===== src/rtl/brc_pkg.sv =====
package brc_pkg;

    localparam int unsigned INSN_W = 32;

    typedef enum logic [1:0] {
        BAR_NONE  = 2'b00,
        BAR_DSYNC = 2'b01,
        BAR_DMEM  = 2'b10,
        BAR_ISYNC = 2'b11
    } bar_kind_e;

    typedef enum logic {
        ST_IDLE = 1'b0,
        ST_EMIT = 1'b1
    } emit_state_e;

    typedef struct packed {
        logic      direct;
        logic      indirect;
        logic      link;
        logic      ret;
        logic      cond;
        bar_kind_e bar;
    } cls_flags_t;

    function automatic logic fmatch(input logic [INSN_W-1:0] w,
                                    input logic [INSN_W-1:0] mask,
                                    input logic [INSN_W-1:0] pat);
        return (w & mask) == pat;
    endfunction

endpackage


===== src/rtl/brc_direct_dec.sv =====
module brc_direct_dec
    import brc_pkg::*;
#(
    parameter int unsigned ADDR_W   = 32,
    parameter int unsigned IMM_W    = 24,
    parameter int unsigned PIPE_OFS = 8
) (
    input  logic [INSN_W-1:0] word,
    input  logic [ADDR_W-1:0] pc,
    output logic              hit,
    output logic              link,
    output logic [ADDR_W-1:0] target
);
    localparam int unsigned PAD_W = ADDR_W - IMM_W - 2;

    logic              uncond_space;
    logic [ADDR_W-1:0] disp;
    logic [ADDR_W-1:0] sum;

    always_comb begin
        uncond_space = (word[INSN_W-1 -: 4] == 4'hF);
        if (uncond_space) begin
            hit = fmatch(word, 32'hFE00_0000, 32'hFA00_0000);
        end else begin
            hit = fmatch(word, 32'h0E00_0000, 32'h0A00_0000);
        end
        disp = {{PAD_W{word[IMM_W-1]}}, word[IMM_W-1:0], 2'b00};
        sum  = pc + ADDR_W'(PIPE_OFS) + disp;
        link = hit && (uncond_space || word[24]);
        if (!hit) begin
            target = '0;
        end else if (uncond_space) begin
            target = {sum[ADDR_W-1:2], word[24], 1'b1};
        end else begin
            target = sum;
        end
    end

endmodule


===== src/rtl/brc_indirect_dec.sv =====
module brc_indirect_dec
    import brc_pkg::*;
(
    input  logic [INSN_W-1:0] word,
    output logic              hit,
    output logic              ret,
    output logic              reg_call
);
    always_comb begin
        hit      = 1'b0;
        ret      = 1'b0;
        reg_call = 1'b0;
        if (word[INSN_W-1 -: 4] == 4'hF) begin
            hit = fmatch(word, 32'hFE50_0000, 32'hF810_0000);
        end else if (fmatch(word, 32'h0FF0_00D0, 32'h0120_0010)) begin
            hit      = 1'b1;
            ret      = (word[7:0] == 8'h1E);
            reg_call = fmatch(word, 32'h0FF0_00F0, 32'h0120_0030);
        end else if (fmatch(word, 32'h0FF0_00F0, 32'h0120_0020)) begin
            hit = 1'b1;
        end else if (fmatch(word, 32'h0E10_8000, 32'h0810_8000)) begin
            hit = 1'b1;
            ret = fmatch(word, 32'h0FFF_A000, 32'h08BD_8000);
        end else if (fmatch(word, 32'h0E50_F000, 32'h0410_F000)) begin
            hit = 1'b1;
            ret = fmatch(word, 32'h01FF_0000, 32'h009D_0000);
        end else if (fmatch(word, 32'h0E50_F010, 32'h0610_F000)) begin
            hit = 1'b1;
        end else if (fmatch(word, 32'h0FE0_F000, 32'h01A0_F000)) begin
            hit = 1'b1;
            ret = fmatch(word, 32'h0010_0FFF, 32'h0000_000E);
        end else if (fmatch(word, 32'h0F90_0080, 32'h0100_0000)) begin
            hit = 1'b0;
        end else if (fmatch(word, 32'h0F90_00F0, 32'h0180_0090)) begin
            hit = 1'b0;
        end else if (fmatch(word, 32'h0FB0_F000, 32'h0320_F000)) begin
            hit = 1'b0;
        end else if (fmatch(word, 32'h0C00_F000, 32'h0000_F000)) begin
            hit = !fmatch(word, 32'h0D90_F000, 32'h0110_F000);
        end
    end

endmodule


===== src/rtl/brc_aux_dec.sv =====
module brc_aux_dec
    import brc_pkg::*;
(
    input  logic [INSN_W-1:0] word,
    output logic              cond,
    output bar_kind_e         bar
);
    always_comb begin
        cond = (word[INSN_W-1 -: 3] != 3'b111);
        bar  = BAR_NONE;
        if (fmatch(word, 32'hFFF0_0000, 32'hF570_0000)) begin
            unique case (word[7:4])
                4'h4:    bar = BAR_DSYNC;
                4'h5:    bar = BAR_DMEM;
                4'h6:    bar = BAR_ISYNC;
                default: bar = BAR_NONE;
            endcase
        end else if (fmatch(word, 32'h0FFF_0F00, 32'h0E07_0F00)) begin
            unique case (word[7:0])
                8'h9A:   bar = BAR_DSYNC;
                8'hBA:   bar = BAR_DMEM;
                8'h95:   bar = BAR_ISYNC;
                default: bar = BAR_NONE;
            endcase
        end
    end

endmodule


===== src/rtl/brc_unit.sv =====
module brc_unit
    import brc_pkg::*;
#(
    parameter int unsigned ADDR_W   = 32,
    parameter int unsigned IMM_W    = 24,
    parameter int unsigned PIPE_OFS = 8
) (
    input  logic              clk,
    input  logic              rst,
    input  logic              in_valid,
    input  logic [31:0]       in_word,
    input  logic [ADDR_W-1:0] in_pc,
    output logic              out_valid,
    output logic              out_direct,
    output logic              out_indirect,
    output logic              out_link,
    output logic              out_return,
    output logic              out_cond,
    output logic [1:0]        out_barrier,
    output logic [ADDR_W-1:0] out_target
);
    emit_state_e       state_q, state_d;
    cls_flags_t        flags_d, flags_q;
    logic [ADDR_W-1:0] target_d, target_q;

    logic      dir_hit, dir_link;
    logic      ind_hit, ind_ret, ind_call;
    logic      aux_cond;
    bar_kind_e aux_bar;

    brc_direct_dec #(
        .ADDR_W  (ADDR_W),
        .IMM_W   (IMM_W),
        .PIPE_OFS(PIPE_OFS)
    ) u_direct (
        .word  (in_word),
        .pc    (in_pc),
        .hit   (dir_hit),
        .link  (dir_link),
        .target(target_d)
    );

    brc_indirect_dec u_indirect (
        .word    (in_word),
        .hit     (ind_hit),
        .ret     (ind_ret),
        .reg_call(ind_call)
    );

    brc_aux_dec u_aux (
        .word(in_word),
        .cond(aux_cond),
        .bar (aux_bar)
    );

    always_comb begin
        flags_d.direct   = dir_hit;
        flags_d.indirect = ind_hit;
        flags_d.link     = dir_link | ind_call;
        flags_d.ret      = ind_ret;
        flags_d.cond     = aux_cond;
        flags_d.bar      = aux_bar;
    end

    // emit machine: next state
    always_comb begin
        state_d = state_q;
        unique case (state_q)
            ST_IDLE: state_d = in_valid ? ST_EMIT : ST_IDLE;
            ST_EMIT: state_d = in_valid ? ST_EMIT : ST_IDLE;
        endcase
    end

    // emit machine: state register
    always_ff @(posedge clk) begin
        if (rst) begin
            state_q <= ST_IDLE;
        end else begin
            state_q <= state_d;
        end
    end

    // result register
    always_ff @(posedge clk) begin
        if (rst) begin
            flags_q  <= '0;
            target_q <= '0;
        end else if (in_valid) begin
            flags_q  <= flags_d;
            target_q <= target_d;
        end
    end

    assign out_valid    = (state_q == ST_EMIT);
    assign out_direct   = flags_q.direct;
    assign out_indirect = flags_q.indirect;
    assign out_link     = flags_q.link;
    assign out_return   = flags_q.ret;
    assign out_cond     = flags_q.cond;
    assign out_barrier  = flags_q.bar;
    assign out_target   = target_q;

endmodule


===== config.mk =====
export PLATFORM = sky130hd
export DESIGN_NAME = brc_unit
export DESIGN_NICKNAME = d
export VERILOG_FILES = /design/src/rtl/brc_pkg.sv /design/src/rtl/brc_direct_dec.sv /design/src/rtl/brc_indirect_dec.sv /design/src/rtl/brc_aux_dec.sv /design/src/rtl/brc_unit.sv
export SDC_FILE = /design/constraint.sdc
export NUM_CORES = 1
export LEC_CHECK = 0
export CORE_ASPECT_RATIO = 0.7
export CORE_MARGIN = 1
export CORE_UTILIZATION = 30
export CTS_BUF_LIST = sky130_fd_sc_hd__clkbuf_4 sky130_fd_sc_hd__clkbuf_8
export DETAILED_ROUTE_END_ITERATION = 10
export DONT_BUFFER_PORTS = 1
export PLACE_DENSITY_LB_ADDON = 0.05
export SLEW_MARGIN = 10
export SYNTH_ARGS = -nofsm -noshare
export SYNTH_HDL_FRONTEND = slang
export SYNTH_SLANG_ARGS = --single-unit

===== constraint.sdc =====
create_clock -name clk -period 3.9 [get_ports clk]
set_clock_uncertainty 0.1 [all_clocks]
set_input_delay 0.78 -clock clk [delete_from_list [all_inputs] [get_ports clk]]
set_output_delay 0.78 -clock clk [all_outputs]
set_load 0.005 [all_outputs]

==> flow_summary.ini, run 1 <==
[status]
outcome = completed

[setup_path]
cp_common_cell = inv_1
crit_arrival_ns = 3.42
cp-end-kind = flip-flop
slowest_delay_ns = 0.49
slowest_stage = or4_1
critPathMaxFanout = 4
path_delay_family = compound AO/OA/AOI/OAI gates
critical_path_class = in -> reg
critPathBufInv = 4
startpoint_type = input port
worst_ep_required_time_ns = 4.01
worstPathCellList = inv_1 -> ha_1 -> inv_1 -> ha_1 -> inv_1 -> fa_1 -> inv_1 -> a21o_1 -> a221o_1 -> a21boi_4 -> o22ai_2 -> or4_1 -> a32o_1
r2r_slack_ns = 3.08

[global_routing]
antenna_found_initial = 0
grt_max_degree = 25
grt_pass1_wl_um = 17500
grt_usage_pct = 18.5
grt_pass1_vias = 3060
grt-ovfl-total = 0

[die]
fp.dieArea_sq_um = 12600
coreArea_sq_um = 11800
pin_count = 107
die_h_um = 94.1
initial_core_util_pct = 30.9
rows = 33
die-width_um = 134

[sta]
final_max_slew_viol_count = 0
setup_viol = 0
layout_min_cycle_time_ns = 3.32
fin_crit_sh_pct = 85.0
grt_setup_unrepaired = no
tightestPinTransition_ns = 0.870
fin_setup_tns_ns = 0
fmax_mhz = 302
hold_violations = 0
layout_setup_ws_ns = 0.585
relSlewSlack_pct = 41.9

[logic_synthesis]
ys_async_sr_fraction_pct = 0
ys_top_cells_by_area = dfxtp_1 (22%), ha_1 (20%), a21oi_1 (5.0%), xnor2_1 (4.3%), a22o_1 (3.9%)
synth-edff-count = 0
synth_fp_nets = 557
synth.distinct_cells = 67
ys_seq_area_share_pct = 22.0
synthCells = 432
yosys_register_bits = 40
ys.flop_type = dfxtp_1
synth_area_sq_um = 3630
synth_largest_area_cell = dfxtp_1
synth_top_area_share_pct = 22.0
ys.warnings.count = 0
synth.avg_cell_area_sq_um = 8.41

[finish]
antennaDiodeCount = 0
drive_above_1_share_pct = 5.88
multiInputGateArea_sq_um = 2680
instances_no_fill = 582
fill_cells = 1247
area_growth_pct = 6.54
seqCellArea_sq_um = 801
nets = 549
final_cell_mix = ha_1 (57), dfxtp_1 (40), nor2_1 (36), a21oi_1 (36), nand2_1 (33)
final_common_cell = ha_1

[clocking]
clk_path_buf_depth = 2
cts_sinks = 40
cts_setup_buffers = 0
cts_buffers = 5
clk-insertion-delay-late_ns = 0.30
htreeDepth = 2
tritoncts = yes
clk_pin_slew_ns = 0.09
cts_root_buf = clkbuf_8
cts_resized = 0
hold_buffers = 0

[pwr]
p_leak_nw = 1.66
powerDensity_nw_per_um2 = 323
p_total_mw = 1.25
vdd.ir_drop.worst_v = 0.000129

[routing]
vias_per_cell = 5.49
vias = 3193
drc = 0
drt_iter0_drc = 195
drt_wl_total_um = 11400
wl_per_cell_um = 19.6
ant_nets = 0
drt_pass1_iterations = 4

[placement]
place.gp.congestion = 0.814
hpwl_um = 9200
dp.cells = 574
port_buffers = 0
pre_cts_ws_ns = 0.265

[flow_run]
drv_cap = 0

[min_path]
min_path_type = reg -> reg
cell usage after synthesis, types with 2 or more instances:
| master | number |
|---|---|
| clkbuf_1 | 9 |
| buf_1 | 2 |
| xor2_1 | 10 |
| and2_1 | 4 |
| a21oi_1 | 36 |
| dfxtp_1 | 40 |
| nor4_1 | 4 |
| mux2i_1 | 4 |
| ha_1 | 57 |
| o21a_1 | 5 |
| a221o_1 | 2 |
| inv_1 | 17 |
| nand2_1 | 33 |
| nand3_1 | 7 |
| nor3_1 | 7 |
| a22o_1 | 16 |
| nor2_1 | 36 |
| and3_1 | 4 |
| a21o_1 | 18 |
| o21ai_0 | 14 |
| a22oi_1 | 10 |
| a2111oi_0 | 2 |
| a31oi_1 | 6 |
| a32o_1 | 2 |
| nand4_1 | 7 |
| or4_1 | 2 |
| or3_1 | 3 |
| o21ai_1 | 4 |
| or4b_2 | 2 |
| a211oi_1 | 5 |
| clkbuf_8 | 2 |
| buf_2 | 2 |
| nand2b_1 | 2 |
| o21bai_1 | 2 |
| xnor2_1 | 18 |
| nand3b_1 | 2 |
| o211ai_1 | 6 |
tightest hold or removal path: cells and delay by family, from the launching register on:
kind | cells | cell delay (ns)
compound gates | 1 | 0.05
simple gates | 1 | 0.06
flops | 1 | 0.33
metal layers:
layer	share of wire [%]	vias to the layer above	routed length [um]	global-route usage (%)
li1	-	1620	-	-
met2	38	88	4330	24.6
met4	0.41	0	47	2.94
met5	0	-	0	0
met3	7.2	5	824	5.50
met1	54	1480	6220	28.6
final cells by class:
| cell class | instances | area share (%) |
|---|---|---|
| clock inverter | 2 | 1.00 |
| sequential | 40 | 20.7 |
| multi-input combinational | 358 | 69.1 |
| timing repair buffer | 2 | 0.388 |
| tap | 157 | 5.07 |
| clock buffer | 6 | 2.13 |
| inverter | 17 | 1.65 |
power by group:
part | total, mW | internal [mW] | switching, mW
clock | 0.379 | 0.210 | 0.169
combinational | 0.447 | 0.186 | 0.261
sequential | 0.426 | 0.418 | 0.00809
through the flow:
stage | area (sq um) | util, % | hold slack [ns]
floorplan | 3630 | - | 0.357
global placement | 3750 | 31.9 | 0.364
detailed placement | 3750 | 31.9 | 0.370
CTS | 3870 | 32.9 | 0.384
global route | 3870 | 32.9 | 0.411
finish | 3870 | 32.9 | 0.375
cell families after synthesis:
logic type | after synthesis | share of synthesized area (%)
flops | 40 | 22.0
fa+ha+maj | 58 | 20.2
mux | 4 | 1.10
simple gates | 122 | 16.8
buf+inv | 34 | 4.37
compound gates | 146 | 28.7
xor+xnor | 28 | 6.75
state kept, by name, summed over array words and instances (netlist names):
signal and count:
out_barrier 2, out_return 1, out_indirect 1, out_valid 1, out_cond 1, out_link 1
out_target 32, out_direct 1
path summary, 6_finish.rpt:
check                                                 from                          end  cells after the start
worst min-delay path            out_target[5]$_SDFFE_PP0P_   out_target[5]$_SDFFE_PP0P_                      2
worst max-delay path                            in_word[1]  out_target[27]$_SDFFE_PP0P_                     13
worst min register to register  out_target[5]$_SDFFE_PP0P_   out_target[5]$_SDFFE_PP0P_                      2
worst max register to register       out_link$_SDFFE_PP0P_        out_link$_SDFFE_PP0P_                      2
(Power assumes the default switching activity.)
==> run 2, diff against run 1 <==
--- a/config.mk
+++ b/config.mk
@@ -11,6 +11,8 @@
 export CTS_BUF_LIST = sky130_fd_sc_hd__clkbuf_4 sky130_fd_sc_hd__clkbuf_8
 export DETAILED_ROUTE_END_ITERATION = 10
 export DONT_BUFFER_PORTS = 1
+export GPL_TIMING_DRIVEN = 0
+export MAX_ROUTING_LAYER = met4
 export PLACE_DENSITY_LB_ADDON = 0.05
 export SLEW_MARGIN = 10
 export SYNTH_ARGS = -nofsm -noshare
==> run 2 against run 1 <==
  * Fmax increased by 0.85%
  * Total power is 2.0% higher
  * Via count is 2.8% higher
  * Critical path type unchanged
  * Highest routed layer unchanged
==> flow_summary.ini, run 2 (same netlist as run 1, synthesis figures left out) <==
[sta]
fmax_mhz = 304
hold_violations = 0
hold_slack_ns = 0.385
tightestPinTransition_ns = 0.842
setup_viol = 0
grt_setup_unrepaired = no
relSlewSlack_pct = 43.6
layout_setup_ws_ns = 0.613
fin_crit_sh_pct = 84.3
fin_setup_tns_ns = 0
final_max_slew_viol_count = 0
layout_min_cycle_time_ns = 3.29

[setup_path]
timing.rr.start = out_link$_SDFFE_PP0P_
startpoint = in_word[1]
critical_path_class = in -> reg
startpoint_type = input port
cp-end-kind = flip-flop
worst_ep_required_time_ns = 4.01
critPathMaxFanout = 4
crit_arrival_ns = 3.40

[placement]
hpwl_um = 9510
pre_cts_ws_ns = 0.298
port_buffers = 0
place.gp.congestion = 0.874

[global_routing]
grt_pass1_wl_um = 17700
use_met2_pct = 25.2
grt_max_degree = 14
grt-ovfl-total = 0
grt_pass1_vias = 3104
busiest_layer = met1
grt_usage_pct = 19.3
gr-usage-met3_pct = 4.96
globalRouteMet1Util_pct = 28.9
antenna_found_initial = 1

[finish]
area_growth_pct = 9.12
largest_reg_flops = 32
nets = 564
final_cell_mix = ha_1 (57), dfxtp_1 (40), nor2_1 (36), a21oi_1 (36), nand2_1 (33)
final_common_cell = ha_1
fill_cells = 1275
drive_above_1_share_pct = 6.59
seqCellArea_sq_um = 801
multiInputGateArea_sq_um = 2690
antennaDiodeCount = 0

[clocking]
tritoncts = yes
htreeDepth = 2
cts_setup_buffers = 0
hold_buffers = 0
clk-insertion-delay-late_ns = 0.31
cts_buffers = 5
cts_resized = 0
clk_path_buf_depth = 2
clk_pin_slew_ns = 0.09
cts_root_buf = clkbuf_8
cts_sinks = 40

[die]
initial_core_util_pct = 30.9
die-width_um = 134
pin_count = 107
coreArea_sq_um = 11800
rows = 33
fp.dieArea_sq_um = 12600
die_h_um = 94.1

[routing]
ant_nets = 0
drt_iter0_drc = 137
drc = 0
drt_pass1_iterations = 4
wl_per_cell_um = 19.7
drt_wl_total_um = 11700
vias = 3283
vias_per_cell = 5.50

[pwr]
powerDensity_nw_per_um2 = 322
p_leak_nw = 1.70
vdd.ir_drop.worst_v = 0.000151

[flow_run]
drv_cap = 0

[status]
outcome = completed

[min_path]
min-delay-start = out_target[0]$_SDFFE_PP0P_
min_path_type = reg -> reg
[run 2: layout make-up]
type | instances | share of cell area, %
Buffer | 17 | 2.40
Tap cell | 157 | 4.95
Multi-Input combinational cell | 358 | 67.8
Sequential cell | 40 | 20.2
Clock buffer | 6 | 2.08
Inverter | 17 | 1.61
Clock inverter | 2 | 0.978
[run 2: layer usage]
metal | wire, um | part of all wire (%) | up-vias
li1 | - | - | 1644
met1 | 6270 | 53 | 1537
met2 | 4420 | 38 | 95
met3 | 972 | 8.3 | 7
met4 | 86 | 0.73 | 0
met5 | 0 | 0 | -
[run 2: final timing paths]
path,to,slack (ns),depth (start not counted)
hold reg to reg,out_target[0]$_SDFFE_PP0P_,0.38,2
setup / recovery,out_target[27]$_SDFFE_PP0P_,0.61,13
hold / removal,out_target[0]$_SDFFE_PP0P_,0.38,2
setup reg to reg,out_link$_SDFFE_PP0P_,3.05,2
[run 2: report_power, final]
part	switching, mW	internal (mW)	total (mW)	leakage [nW]
registers	0.00794	0.418	0.426	0.324
logic	0.274	0.191	0.465	1.32
clock network	0.176	0.210	0.386	0.0614
total	0.458	0.820	1.28	1.70
[run 2: per-stage QoR]
stage,utilization (%),std cells,area [sq um],power [mW]
3_5_place_dp,32.6,589,3840,0.896
6_report,33.7,597,3970,1.28
2_1_floorplan,-,432,3630,0.789
4_1_cts,33.6,597,3960,1.30
3_3_place_gp,32.6,589,3830,0.897
5_1_grt,33.7,597,3970,1.37
[run 2: critical path: stages]
cell	delay, ns
inv_1	0.02
ha_1	0.26
inv_1	0.04
ha_1	0.23
inv_1	0.08
fa_1	0.20
inv_1	0.05
a21o_1	0.20
a221o_1	0.40
a21boi_4	0.23
o22ai_2	0.15
or4_1	0.49
a32o_1	0.25
